<file path="config.mk">
export PLATFORM = sky130hd
export DESIGN_NAME = rsc_ctrl
export DESIGN_NICKNAME = d
export VERILOG_FILES = /design/src/rtl/rsc_pkg.sv /design/src/rtl/rsc_stretch.sv /design/src/rtl/rsc_cause.sv /design/src/rtl/rsc_retreg.sv /design/src/rtl/rsc_ctrl.sv
export SDC_FILE = /design/constraint.sdc
export NUM_CORES = 1
export LEC_CHECK = 0
export ABC_CLOCK_PERIOD_IN_PS = 1030
export BUFFER_PORTS_ARGS = -buffer_cell sky130_fd_sc_hd__buf_2
export CORE_ASPECT_RATIO = 0.8
export CORE_MARGIN = 2
export CORE_UTILIZATION = 37
export CTS_CLUSTER_SIZE = 12
export DETAILED_ROUTE_END_ITERATION = 10
export GPL_TIMING_DRIVEN = 0
export PLACE_DENSITY = 0.73
export SLEW_MARGIN = 15
export SYNTH_ARGS = -nofsm -noshare
export SYNTH_HDL_FRONTEND = slang
export SYNTH_SLANG_ARGS = --single-unit
</file>
<file path="constraint.sdc">
create_clock -name clk -period 1.03 [get_ports clk]
set_input_delay 0.206 -clock clk [delete_from_list [all_inputs] [get_ports clk]]
set_output_delay 0.206 -clock clk [all_outputs]
set_load 0.05 [all_outputs]
</file>
<file path="src/rtl/rsc_pkg.sv">
package rsc_pkg;
  localparam int CAUSE_W   = 3;
  localparam int CAUSE_POR = 0;
  localparam int CAUSE_PIN = 1;
  localparam int CAUSE_WDT = 2;
  typedef logic [CAUSE_W-1:0] cause_t;
  localparam cause_t CAUSE_POWERUP = cause_t'(1 << CAUSE_POR);
endpackage

</file>
<file path="src/rtl/rsc_stretch.sv">
module rsc_stretch #(
  parameter int LEN = 4
) (
  input  logic clk,
  input  logic trig_i,
  output logic pulse_o
);
  localparam int CNT_W = (LEN > 1) ? $clog2(LEN) : 1;
  localparam logic [CNT_W-1:0] LOAD = CNT_W'(LEN - 1);

  logic [CNT_W-1:0] cnt_q;

  always_ff @(posedge clk) begin
    if (trig_i) begin
      cnt_q   <= LOAD;
      pulse_o <= 1'b1;
    end else if (cnt_q != '0) begin
      cnt_q   <= cnt_q - 1'b1;
      pulse_o <= 1'b1;
    end else begin
      pulse_o <= 1'b0;
    end
  end
endmodule

</file>
<file path="src/rtl/rsc_cause.sv">
module rsc_cause
  import rsc_pkg::*;
(
  input  logic   clk,
  input  logic   pwr_up_i,
  input  cause_t set_i,
  input  logic   wr_i,
  input  cause_t wr_data_i,
  output cause_t cause_o
);
  cause_t kept;

  always_comb kept = wr_i ? (cause_o & wr_data_i) : cause_o;

  always_ff @(posedge clk) begin
    if (pwr_up_i) cause_o <= CAUSE_POWERUP;
    else          cause_o <= kept | set_i;
  end
endmodule

</file>
<file path="src/rtl/rsc_retreg.sv">
module rsc_retreg #(
  parameter int          W   = 8,
  parameter logic [W-1:0] RST = '0
) (
  input  logic         clk,
  input  logic         clr_i,
  input  logic         wr_i,
  input  logic [W-1:0] d_i,
  output logic [W-1:0] q_o
);
  always_ff @(posedge clk) begin
    if (clr_i)     q_o <= RST;
    else if (wr_i) q_o <= d_i;
  end
endmodule

</file>
<file path="src/rtl/rsc_ctrl.sv">
module rsc_ctrl
  import rsc_pkg::*;
#(
  parameter int                 KEY_W     = 8,
  parameter logic [KEY_W-1:0]   KEY       = 8'h5A,
  parameter int                 STRETCH   = 4,
  parameter int                 REG_W     = 8,
  parameter logic [REG_W-1:0]   VOL_RST   = '0,
  parameter logic [REG_W-1:0]   KEEP_RST  = '0,
  parameter int                 VEC_W     = 16,
  parameter logic [VEC_W-1:0]   RESET_VEC = 16'hFFFE
) (
  input  logic               clk,
  input  logic               pwr_good_i,
  input  logic               rst_pin_n_i,
  input  logic               pin_nmi_mode_i,
  input  logic               svs_low_i,
  input  logic               svs_rst_en_i,
  input  logic               wdt_expire_i,
  input  logic               wdt_intvl_mode_i,
  input  logic               wdt_ctl_wr_i,
  input  logic               flash_ctl_wr_i,
  input  logic [KEY_W-1:0]   wr_key_i,
  input  logic               flag_wr_i,
  input  logic [CAUSE_W-1:0] flag_data_i,
  input  logic [1:0]         reg_wr_i,
  input  logic [REG_W-1:0]   reg_data_i,
  output logic               por_o,
  output logic               puc_o,
  output logic [CAUSE_W-1:0] cause_o,
  output logic [REG_W-1:0]   vol_reg_o,
  output logic [REG_W-1:0]   keep_reg_o,
  output logic [VEC_W-1:0]   reset_vec_o
);
  localparam int NREG = 2;

  logic   pwr_up, pin_rst, svs_rst, por_req;
  logic   wdt_to, wdt_key_bad, fl_key_bad, puc_req;
  cause_t cause_set;

  always_comb begin
    pwr_up      = ~pwr_good_i;
    pin_rst     = ~rst_pin_n_i & ~pin_nmi_mode_i;
    svs_rst     = svs_low_i & svs_rst_en_i;
    por_req     = pwr_up | pin_rst | svs_rst;
    wdt_to      = wdt_expire_i & ~wdt_intvl_mode_i;
    wdt_key_bad = wdt_ctl_wr_i & (wr_key_i != KEY);
    fl_key_bad  = flash_ctl_wr_i & (wr_key_i != KEY);
    puc_req     = por_req | wdt_to | wdt_key_bad | fl_key_bad;
    cause_set            = '0;
    cause_set[CAUSE_PIN] = pin_rst;
    cause_set[CAUSE_WDT] = wdt_to | wdt_key_bad;
  end

  rsc_stretch #(.LEN(STRETCH)) u_por (.clk(clk), .trig_i(por_req), .pulse_o(por_o));
  rsc_stretch #(.LEN(STRETCH)) u_puc (.clk(clk), .trig_i(puc_req), .pulse_o(puc_o));

  rsc_cause u_cause (
    .clk       (clk),
    .pwr_up_i  (pwr_up),
    .set_i     (cause_set),
    .wr_i      (flag_wr_i),
    .wr_data_i (flag_data_i),
    .cause_o   (cause_o)
  );

  // Slot 0 follows the soft reset, slot 1 only the hard reset.
  logic [REG_W-1:0] reg_q [NREG];

  for (genvar g = 0; g < NREG; g++) begin : g_reg
    localparam logic [REG_W-1:0] RV = (g == 0) ? VOL_RST : KEEP_RST;
    rsc_retreg #(.W(REG_W), .RST(RV)) u_reg (
      .clk   (clk),
      .clr_i ((g == 0) ? puc_o : por_o),
      .wr_i  (reg_wr_i[g]),
      .d_i   (reg_data_i),
      .q_o   (reg_q[g])
    );
  end

  assign vol_reg_o   = reg_q[0];
  assign keep_reg_o  = reg_q[1];
  assign reset_vec_o = RESET_VEC;
endmodule

</file>
* Word-level counts from Yosys, hierarchy flattened
Cells that the tools add are included.
** Storage, ports and cells
- Bits in registers :: 25
- Word-level logic and storage cells :: 32
- Output and inout port bits :: 37
- Input bits :: 32
** Cells by class
- Equality and inequality tests :: 1
- Bitwise gates (word level) :: 17
- Reduce and logical (&&, ||, !) cells :: 2
- Mux-type cells :: 3
- Add/subtract/negate cells :: 2
** Operator list (number)
- 8-bit by 7-bit != test with 1-bit output, second input constant :: 1
- 1-bit OR :: 6
- 1-bit AND :: 5
- 1-bit NOT :: 4
- 2-bit nonzero test :: 2
- 2-bit by 1-bit subtractor with 2-bit output, second input constant :: 2
- 3-bit AND :: 1
- 3-bit 2-to-1 mux :: 1
- 3-bit OR :: 1
- 1-bit 2-to-1 mux :: 2

* Depth between registers and ports, before layout
Gate-level depths: netlist (run 1).
- Depth in word-level cells :: 7
- Depth in mapped cells :: 4
- Mapped depth without buffers :: 4

* Hierarchy
Synthesis (run 1) repeated with hierarchy kept, for this count alone.
** Unflattened totals
- Cell total of the unflattened synthesis :: 116
- Area total of the unflattened synthesis :: 1126.1 sq um
** Modules (own cells, without submodules)
- rsc_retreg :: seq. area each 160.2 sq um, area an instance 285.3 sq um, cells each 26, times used 2
- rsc_stretch :: seq. area each 60.1 sq um, area an instance 123.9 sq um, cells each 12, times used 2
- rsc_ctrl :: seq. area each 0.0 sq um, area an instance 201.4 sq um, cells each 29, times used 1
- rsc_cause :: seq. area each 60.1 sq um, area an instance 106.4 sq um, cells each 11, times used 1

* Worst setup path after synthesis (run 1)
OpenSTA, ideal clock, no wires.
- Kind :: flip-flop to flip-flop
- From :: reg u_puc.pulse_o
- To :: reg g_reg[0].u_reg.q_o[0]
- Required time :: 0.906 ns
- Clock period less this slack :: 1.070 ns
- Buffers on the path :: 1
- Library setup time :: 0.124 ns
- Arrival time :: 0.945 ns
- Slack :: -0.040 ns
- Stages on the path, launching flop included :: 3
- Cell sequence :: dfxtp_1 buf_1 nor2_1
** RTL lines
- start, declared :: RTL line rsc_stretch.sv:6 : output logic pulse_o
- start signal, assigned :: RTL line rsc_stretch.sv:16 : pulse_o <= 1'b1;
- start signal, assigned :: RTL line rsc_stretch.sv:19 : pulse_o <= 1'b1;
- start signal, assigned :: RTL line rsc_stretch.sv:21 : pulse_o <= 1'b0;
- end signal, assigned :: RTL line rsc_retreg.sv:13 : else if (wr_i) q_o <= d_i;
- end, declared :: RTL line rsc_retreg.sv:9 : output logic [W-1:0] q_o
No word-level cell between the ends.

* Final worst setup path (run 1)
- From :: reg u_por.cnt_q[0]
- To :: reg u_por.cnt_q[1]
** Between the ends
- Word-level cells in the longest chain between the ends :: 1
- Elaborated cells between the ends (all ways) :: 2
- Classes of those cells :: add/sub: 1; reduce/logical: 1
** RTL lines
- start, declared :: RTL line rsc_stretch.sv:11 : logic [CNT_W-1:0] cnt_q;
- start signal, assigned :: RTL line rsc_stretch.sv:18 : cnt_q <= cnt_q - 1'b1;
- 2-bit by 1-bit subtractor with 2-bit output or 2-bit nonzero test (tied branches) :: RTL line rsc_stretch.sv:18, rsc_stretch.sv:17
Parallel ways exist; a longest one is shown, timed or not.
A chain may end at the register's enable or synchronous reset.

==> results of run 1 <==
==> metal layers <==
layer | track usage (%) | share of wire [%] | vias to the layer above
met5 | 0 | 0 | -
met4 | 3.19 | 0 | 0
met3 | 2.58 | 7.1 | 0
met2 | 27.5 | 54 | 42
met1 | 14.8 | 39 | 396
li1 | - | - | 474
==> synthesized netlist by cell type <==
master | count | area [sq um]
sky130_fd_sc_hd__dfxtp_1 | 25 | 500
sky130_fd_sc_hd__buf_4 | 16 | 120
sky130_fd_sc_hd__mux2i_1 | 16 | 160
sky130_fd_sc_hd__nor2_1 | 16 | 60.1
sky130_fd_sc_hd__inv_1 | 6 | 22.5
sky130_fd_sc_hd__nand2_1 | 5 | 18.8
sky130_fd_sc_hd__o21ai_0 | 4 | 20.0
sky130_fd_sc_hd__buf_1 | 2 | 7.51
sky130_fd_sc_hd__buf_2 | 2 | 10.0
sky130_fd_sc_hd__conb_1 | 2 | 7.51
sky130_fd_sc_hd__ha_1 | 2 | 25.0
sky130_fd_sc_hd__mux2_2 | 2 | 22.5
sky130_fd_sc_hd__nand4_1 | 2 | 12.5
sky130_fd_sc_hd__nand4bb_1 | 2 | 22.5
sky130_fd_sc_hd__xor2_1 | 2 | 17.5
sky130_fd_sc_hd__a21oi_1 | 1 | 5.00
sky130_fd_sc_hd__a31oi_1 | 1 | 6.26
sky130_fd_sc_hd__and3_1 | 1 | 6.26
sky130_fd_sc_hd__buf_6 | 1 | 11.3
sky130_fd_sc_hd__nand2b_1 | 1 | 6.26
sky130_fd_sc_hd__nand4_2 | 1 | 12.5
sky130_fd_sc_hd__o22ai_2 | 1 | 12.5
sky130_fd_sc_hd__or2_1 | 1 | 6.26
==> stage by stage <==
stage / setup TNS [ns] / cells / instance area (sq um) / utilization (%) / hold WS [ns]
floorplan: 0 / 126 / 1150 / - / 0.268
global placement: 0 / 214 / 1450 / 51.9 / 0.396
detailed placement: -0.0380 / 214 / 1450 / 51.9 / 0.417
CTS: 0 / 218 / 1560 / 56.1 / 0.145
global route: -0.00647 / 220 / 1650 / 59.3 / 0.130
finish: 0 / 220 / 1650 / 59.3 / 0.148
==> layout make-up <==
class,instances,area [sq um]
timing repair buffer,52,378
buffer,21,149
fill,259,1130
tap,38,47.5
inverter,6,22.5
sequential,25,510
multi-input combinational,74,499
clock buffer,4,45.0
==> state kept, by name, indices dropped and copies added, names as in the netlist <==
register / count
g.u_reg.q_o: 16
u_cause.cause_o: 3
u_por.cnt_q: 2
u_por.pulse_o: 1
u_puc.cnt_q: 2
u_puc.pulse_o: 1
==> worst max path at each step <==
stage          slack, ns           start  depth (start not counted)              to
2_1_floorplan       0.02  u_puc.cnt_q[0]                          4  u_puc.cnt_q[1]
3_3_place_gp       0.004  u_puc.cnt_q[0]                          4  u_puc.cnt_q[1]
3_5_place_dp       -0.04  u_puc.cnt_q[0]                          4  u_puc.cnt_q[1]
4_1_cts            0.002  u_por.cnt_q[0]                          4  u_por.cnt_q[1]
5_1_grt           -0.005  u_por.cnt_q[0]                          4  u_por.cnt_q[1]
6_report            0.02  u_por.cnt_q[0]                          4  u_por.cnt_q[1]
==> power by group <==
group / switching [W] / total [W] / internal [W]
combinational: 0.000252 / 0.000415 / 0.000164
sequential: 0.0000102 / 0.000993 / 0.000983
clock: 0.000274 / 0.000549 / 0.000275
==> logic make-up (layout without fill, tap and decap cells) <==
group | after synthesis | count (layout) | synth area share, %
DFF | 25 | 25 | 45.8
xor gates and xnor gates | 2 | 2 | 1.60
adders and majority gates | 2 | 2 | 2.29
AOI/OAI and AO/OA | 7 | 7 | 4.00
buffers and inverters | 27 | 83 | 15.7
and+or+nand+nor | 29 | 29 | 13.3
other | 2 | 16 | 0.687
muxes | 18 | 18 | 16.7
==> worst register-to-register path, cell delays in order, from the launching register on <==
cell	delay, ns
sky130_fd_sc_hd__dfxtp_2	0.34
sky130_fd_sc_hd__inv_2	0.03
sky130_fd_sc_hd__ha_2	0.25
sky130_fd_sc_hd__mux2_4	0.27
sky130_fd_sc_hd__nand2_2	0.06
==> timing repair <==
action / CTS / global route
gates resized for setup: 26 / 26
buffers inserted: 0 / 2
pin swaps: 1 / 0
endpoints found under the setup margin: 24 / 19
==> summary.txt, run 1 <==
Die
  • Vertical extent of the die: 52.6 um
  • Chip width: 64.8 um
  • Standard cell core area: 2790 sq um
  • Initial standard-cell utilization of the core: 39.2%
  • Site Rows: 17
  • Number of I/O pins: 69
  • Die area: 3410 sq um

Setup path
  • Kind of launch point of the worst setup path: flip-flop
  • Crit path cell chain: inv_2, ha_2, mux2_4, nand2_2
  • Worst path arrival time: 1.22 ns
  • Critical path endpoint category: flip-flop
  • WP data required: 1.24 ns
  • Maximum fanout along the worst path: 2
  • CP max-delay cell: sky130_fd_sc_hd__dfxtp_2
  • Critical register-to-register path endpoint: u_por.cnt_q[1]
  • Crit Path Class: reg -> reg
  • Largest delay contributor family on the critical path: flip-flops
  • Number of buffer and inverter stages on the critical path: 1
  • Startpoint of the worst register-to-register path: u_por.cnt_q[0]
  • Worst stage delay on the critical path: 0.34 ns
  • Reg2Reg Setup Slack: 0.02 ns
  • Number of cells traversed by the worst register-to-register path: 4

CTS
  • Hold buffer count at CTS: 0
  • TritonCTS buffer count: 3
  • Latest clock arrival within the worst-skew pair: 0.26 ns
  • Root Buffer Master: sky130_fd_sc_hd__clkbuf_8
  • CTS tree: yes
  • Largest buffer count on any clock path: 2
  • Clock transition at the register clock pins on the worst setup and hold paths after CTS: 0.08 ns
  • Count of H-tree levels built during CTS: 1
  • Total clock sinks: 25

Global route
  • Via count of the first global-routing pass: 836
  • Gr usage total: 13.7%
  • Total congestion overflow after global routing: 0
  • Initial antenna violation count: 0
  • Pin count of the biggest net entering global routing: 14
  • Wire length of the first global-routing pass: 3560 um

Min path
  • Worst Hold Path EP: u_cause.cause_o[0]
  • Worst hold-check path type: in -> reg
  • Min-delay src: pwr_good_i
  • WHS Path Cells: 2

Synth
  • Post-Syn Area per Cell: 9.76 sq um
  • Seq cells post-synth: 25
  • Sequential element share of the synthesized area: 45.8%
  • Number of unique standard cell types used by synthesis: 23
  • Synthesized netlist cell count: 112
  • Synthesis Warnings: 0
  • Mapped Area: 1090 sq um

Final layout
  • Most common cell after layout, fill and taps aside: sky130_fd_sc_hd__buf_2
  • Nets: 217
  • Antenna fix cells: 0
  • Layout overhead on the synthesized area: 51.0%
  • Fraction of final layout cells sized beyond drive strength 1: 50.5%
  • Leading cell types in the layout, fill and taps excluded: sky130_fd_sc_hd__buf_2 (31), sky130_fd_sc_hd__buf_4 (23), sky130_fd_sc_hd__buf_6 (17), sky130_fd_sc_hd__dfxtp_1 (17)

Placement
  • Final weighted congestion of routability-driven global placement: 0.734
  • IO buf count: 50
  • Post-DP HPWL: 1840 um
  • Pre-CTS setup slack: -0.0380 ns

Timing
  • Count of final setup violators: 0
  • Post-route clock skew: 0.00122 ns
  • Highest Clock Rate: 989 MHz
  • Final-report max-slew violation count: 0
  • Crit path time final: 1.01 ns
  • Post-route setup slack: 0.0191 ns
  • Ratio of final minimum period to clock period: 98.1%
  • Total count of hold-check failures in the final report: 0

Power
  • Overall power consumption: 0.00196 W
  • LEAKAGE: 0.819 nW
  • Maximum vdd drop: 482 uV
  • Pwr per Cell Area: 1190 nW/um^2

Detailed routing
  • Post-route ant nets: 0
  • First-pass detailed-route iteration total: 4
  • Wire length after detailed routing: 2330 um
  • Via count of the routed design: 912
  • Count of routing violations after the opening detailed-route iteration: 48
  • Detailed-route DRC error count: 0
  • Average wire per standard cell: 10.6 um
  • Average via count per standard cell: 4.15

Job
  • Max capacitance violation total: 0

Outcome
  • Outcome: finished, final reports clean
Note: power is estimated with default switching activity, not from simulation.
==> inputs of run 2 (changes only) <==
--- a/config.mk
+++ b/config.mk
@@ -13,7 +13,7 @@
 export CTS_CLUSTER_SIZE = 12
 export DETAILED_ROUTE_END_ITERATION = 10
 export GPL_TIMING_DRIVEN = 0
-export PLACE_DENSITY = 0.73
+export PLACE_DENSITY_LB_ADDON = 0.25
 export SLEW_MARGIN = 15
 export SYNTH_ARGS = -nofsm -noshare
 export SYNTH_HDL_FRONTEND = slang
==> summary.txt, run 2 (same netlist as run 1, synthesis figures left out) <==
Outcome
  • Outcome: finished, final reports clean

Setup path
  • Largest delay contributor family on the critical path: flip-flops
  • Crit path cell chain: buf_4
  • Number of buffer and inverter stages on the critical path: 1
  • Kind of launch point of the worst setup path: flip-flop
  • WP data required: 0.82 ns
  • CP max-delay cell: sky130_fd_sc_hd__dfxtp_2
  • Crit Path Class: reg -> out
  • Maximum fanout along the worst path: 2
  • Critical path endpoint category: output pin
  • Worst path arrival time: 0.81 ns
  • Worst stage delay on the critical path: 0.35 ns

Final layout
  • Largest register by flop count: g.u_reg.q_o
  • Leading cell types in the layout, fill and taps excluded: sky130_fd_sc_hd__buf_2 (31), sky130_fd_sc_hd__buf_4 (21), sky130_fd_sc_hd__buf_6 (18)
  • Number of standard cells in the final layout excluding fillers: 219
  • Largest register FFs: 16
  • Layout overhead on the synthesized area: 52.3%
  • Final std cell area, no fill: 1670 sq um
  • Fraction of final layout cells sized beyond drive strength 1: 53.0%
  • Registers with the most flip-flops: g.u_reg.q_o x16, u_cause.cause_o x3
  • Antenna fix cells: 0
  • Most common cell after layout, fill and taps aside: sky130_fd_sc_hd__buf_2
  • Nets: 216

Global route
  • Initial antenna violation count: 0
  • Wire length of the first global-routing pass: 3340 um
  • Via count of the first global-routing pass: 806
  • Pin count of the biggest net entering global routing: 16
  • Total congestion overflow after global routing: 0
  • Gr usage total: 13.1%

Die
  • Standard cell core area: 2790 sq um
  • Site Rows: 17
  • Number of I/O pins: 69
  • Chip width: 64.8 um
  • Vertical extent of the die: 52.6 um
  • Die area: 3410 sq um
  • Initial standard-cell utilization of the core: 39.2%

Power
  • Overall power consumption: 0.00197 W
  • Pwr per Cell Area: 1180 nW/um^2
  • LEAKAGE: 0.818 nW
  • Maximum vdd drop: 509 uV

Detailed routing
  • Met2 layer wire length in the routed design: 1200 um
  • Detailed-route DRC error count: 0
  • Wire length after detailed routing: 2350 um
  • Count of routing violations after the opening detailed-route iteration: 12
  • Average via count per standard cell: 4.20
  • Metal1 wirelength: 935 um
  • Via count of the routed design: 920
  • Met3 routed wirelength: 186 um
  • Post-route ant nets: 0
  • Average wire per standard cell: 10.7 um
  • Top routing layer in use: met4
  • First-pass detailed-route iteration total: 4

CTS
  • Total clock sinks: 25
  • Clock transition at the register clock pins on the worst setup and hold paths after CTS: 0.09 ns
  • Hold buffer count at CTS: 0
  • Largest buffer count on any clock path: 2
  • TritonCTS buffer count: 3
  • CTS tree: yes
  • Latest clock arrival within the worst-skew pair: 0.26 ns
  • Root Buffer Master: sky130_fd_sc_hd__clkbuf_8
  • Count of H-tree levels built during CTS: 1

Timing
  • Post-route clock skew: 0.00244 ns
  • Crit path time final: 1.01 ns
  • Highest Clock Rate: 987 MHz
  • Count of final setup violators: 0
  • Final-layout setup total negative slack: 0 ns
  • Ratio of final minimum period to clock period: 98.4%
  • Total count of hold-check failures in the final report: 0
  • Final-report max-slew violation count: 0

Placement
  • Post-DP HPWL: 1760 um
  • Final weighted congestion of routability-driven global placement: 0.649
  • Total placed cells including tap cells: 214
  • IO buf count: 50
  • Post-DP Area: 1450 sq um

Min path
  • Worst hold-check path type: in -> reg

Job
  • Max capacitance violation total: 0
[run 2: timing repair]
action | CTS | global route
gates resized for setup | 29 | 29
pin swaps | 1 | 1
buffers inserted | 1 | 0
setup endpoints to repair | 23 | 18
[run 2: routing by layer]
| layer | track usage [%] | up-vias |
|---|---|---|
| met5 | 0 | - |
| met4 | 7.45 | 0 |
| met3 | 1.51 | 2 |
| met2 | 24.2 | 44 |
| met1 | 14.7 | 403 |
| li1 | - | 471 |
[run 2: final cells by class]
class / count / area, sq um
buffer: 21 / 149
timing repair buffer: 51 / 374
multi-input combinational: 74 / 507
fill: 255 / 1120
clock inverter: 1 / 7.51
tap: 38 / 47.5
clock buffer: 3 / 41.3
sequential: 25 / 517
inverter: 6 / 22.5
[run 2: power by group]
group	leakage, nW	switching [W]	internal (W)
registers	0.206	0.00000927	0.000982
logic	0.591	0.000248	0.000157
clock network	0.0217	0.000303	0.000273
[run 2: metrics by stage]
step           util [%]  setup slack, ns  hold slack [ns]
4_1_cts            56.5         0.000422            0.122
3_3_place_gp       51.9         0.000622            0.390
5_1_grt            59.8         -0.00927            0.116
6_report           59.8           0.0169            0.126
3_5_place_dp       51.9          -0.0308            0.403
2_1_floorplan         -           0.0164            0.268
[run 2: worst paths after layout]
check	startpoint	end	slack (ns)	cells after the start
setup / recovery	u_puc.pulse_o	puc_o	0.02	1
hold / removal	pwr_good_i	u_cause.cause_o[0]	0.13	2
setup reg to reg	u_por.cnt_q[0]	u_por.cnt_q[1]	0.05	4
hold reg to reg	u_cause.cause_o[0]	u_cause.cause_o[0]	0.48	2
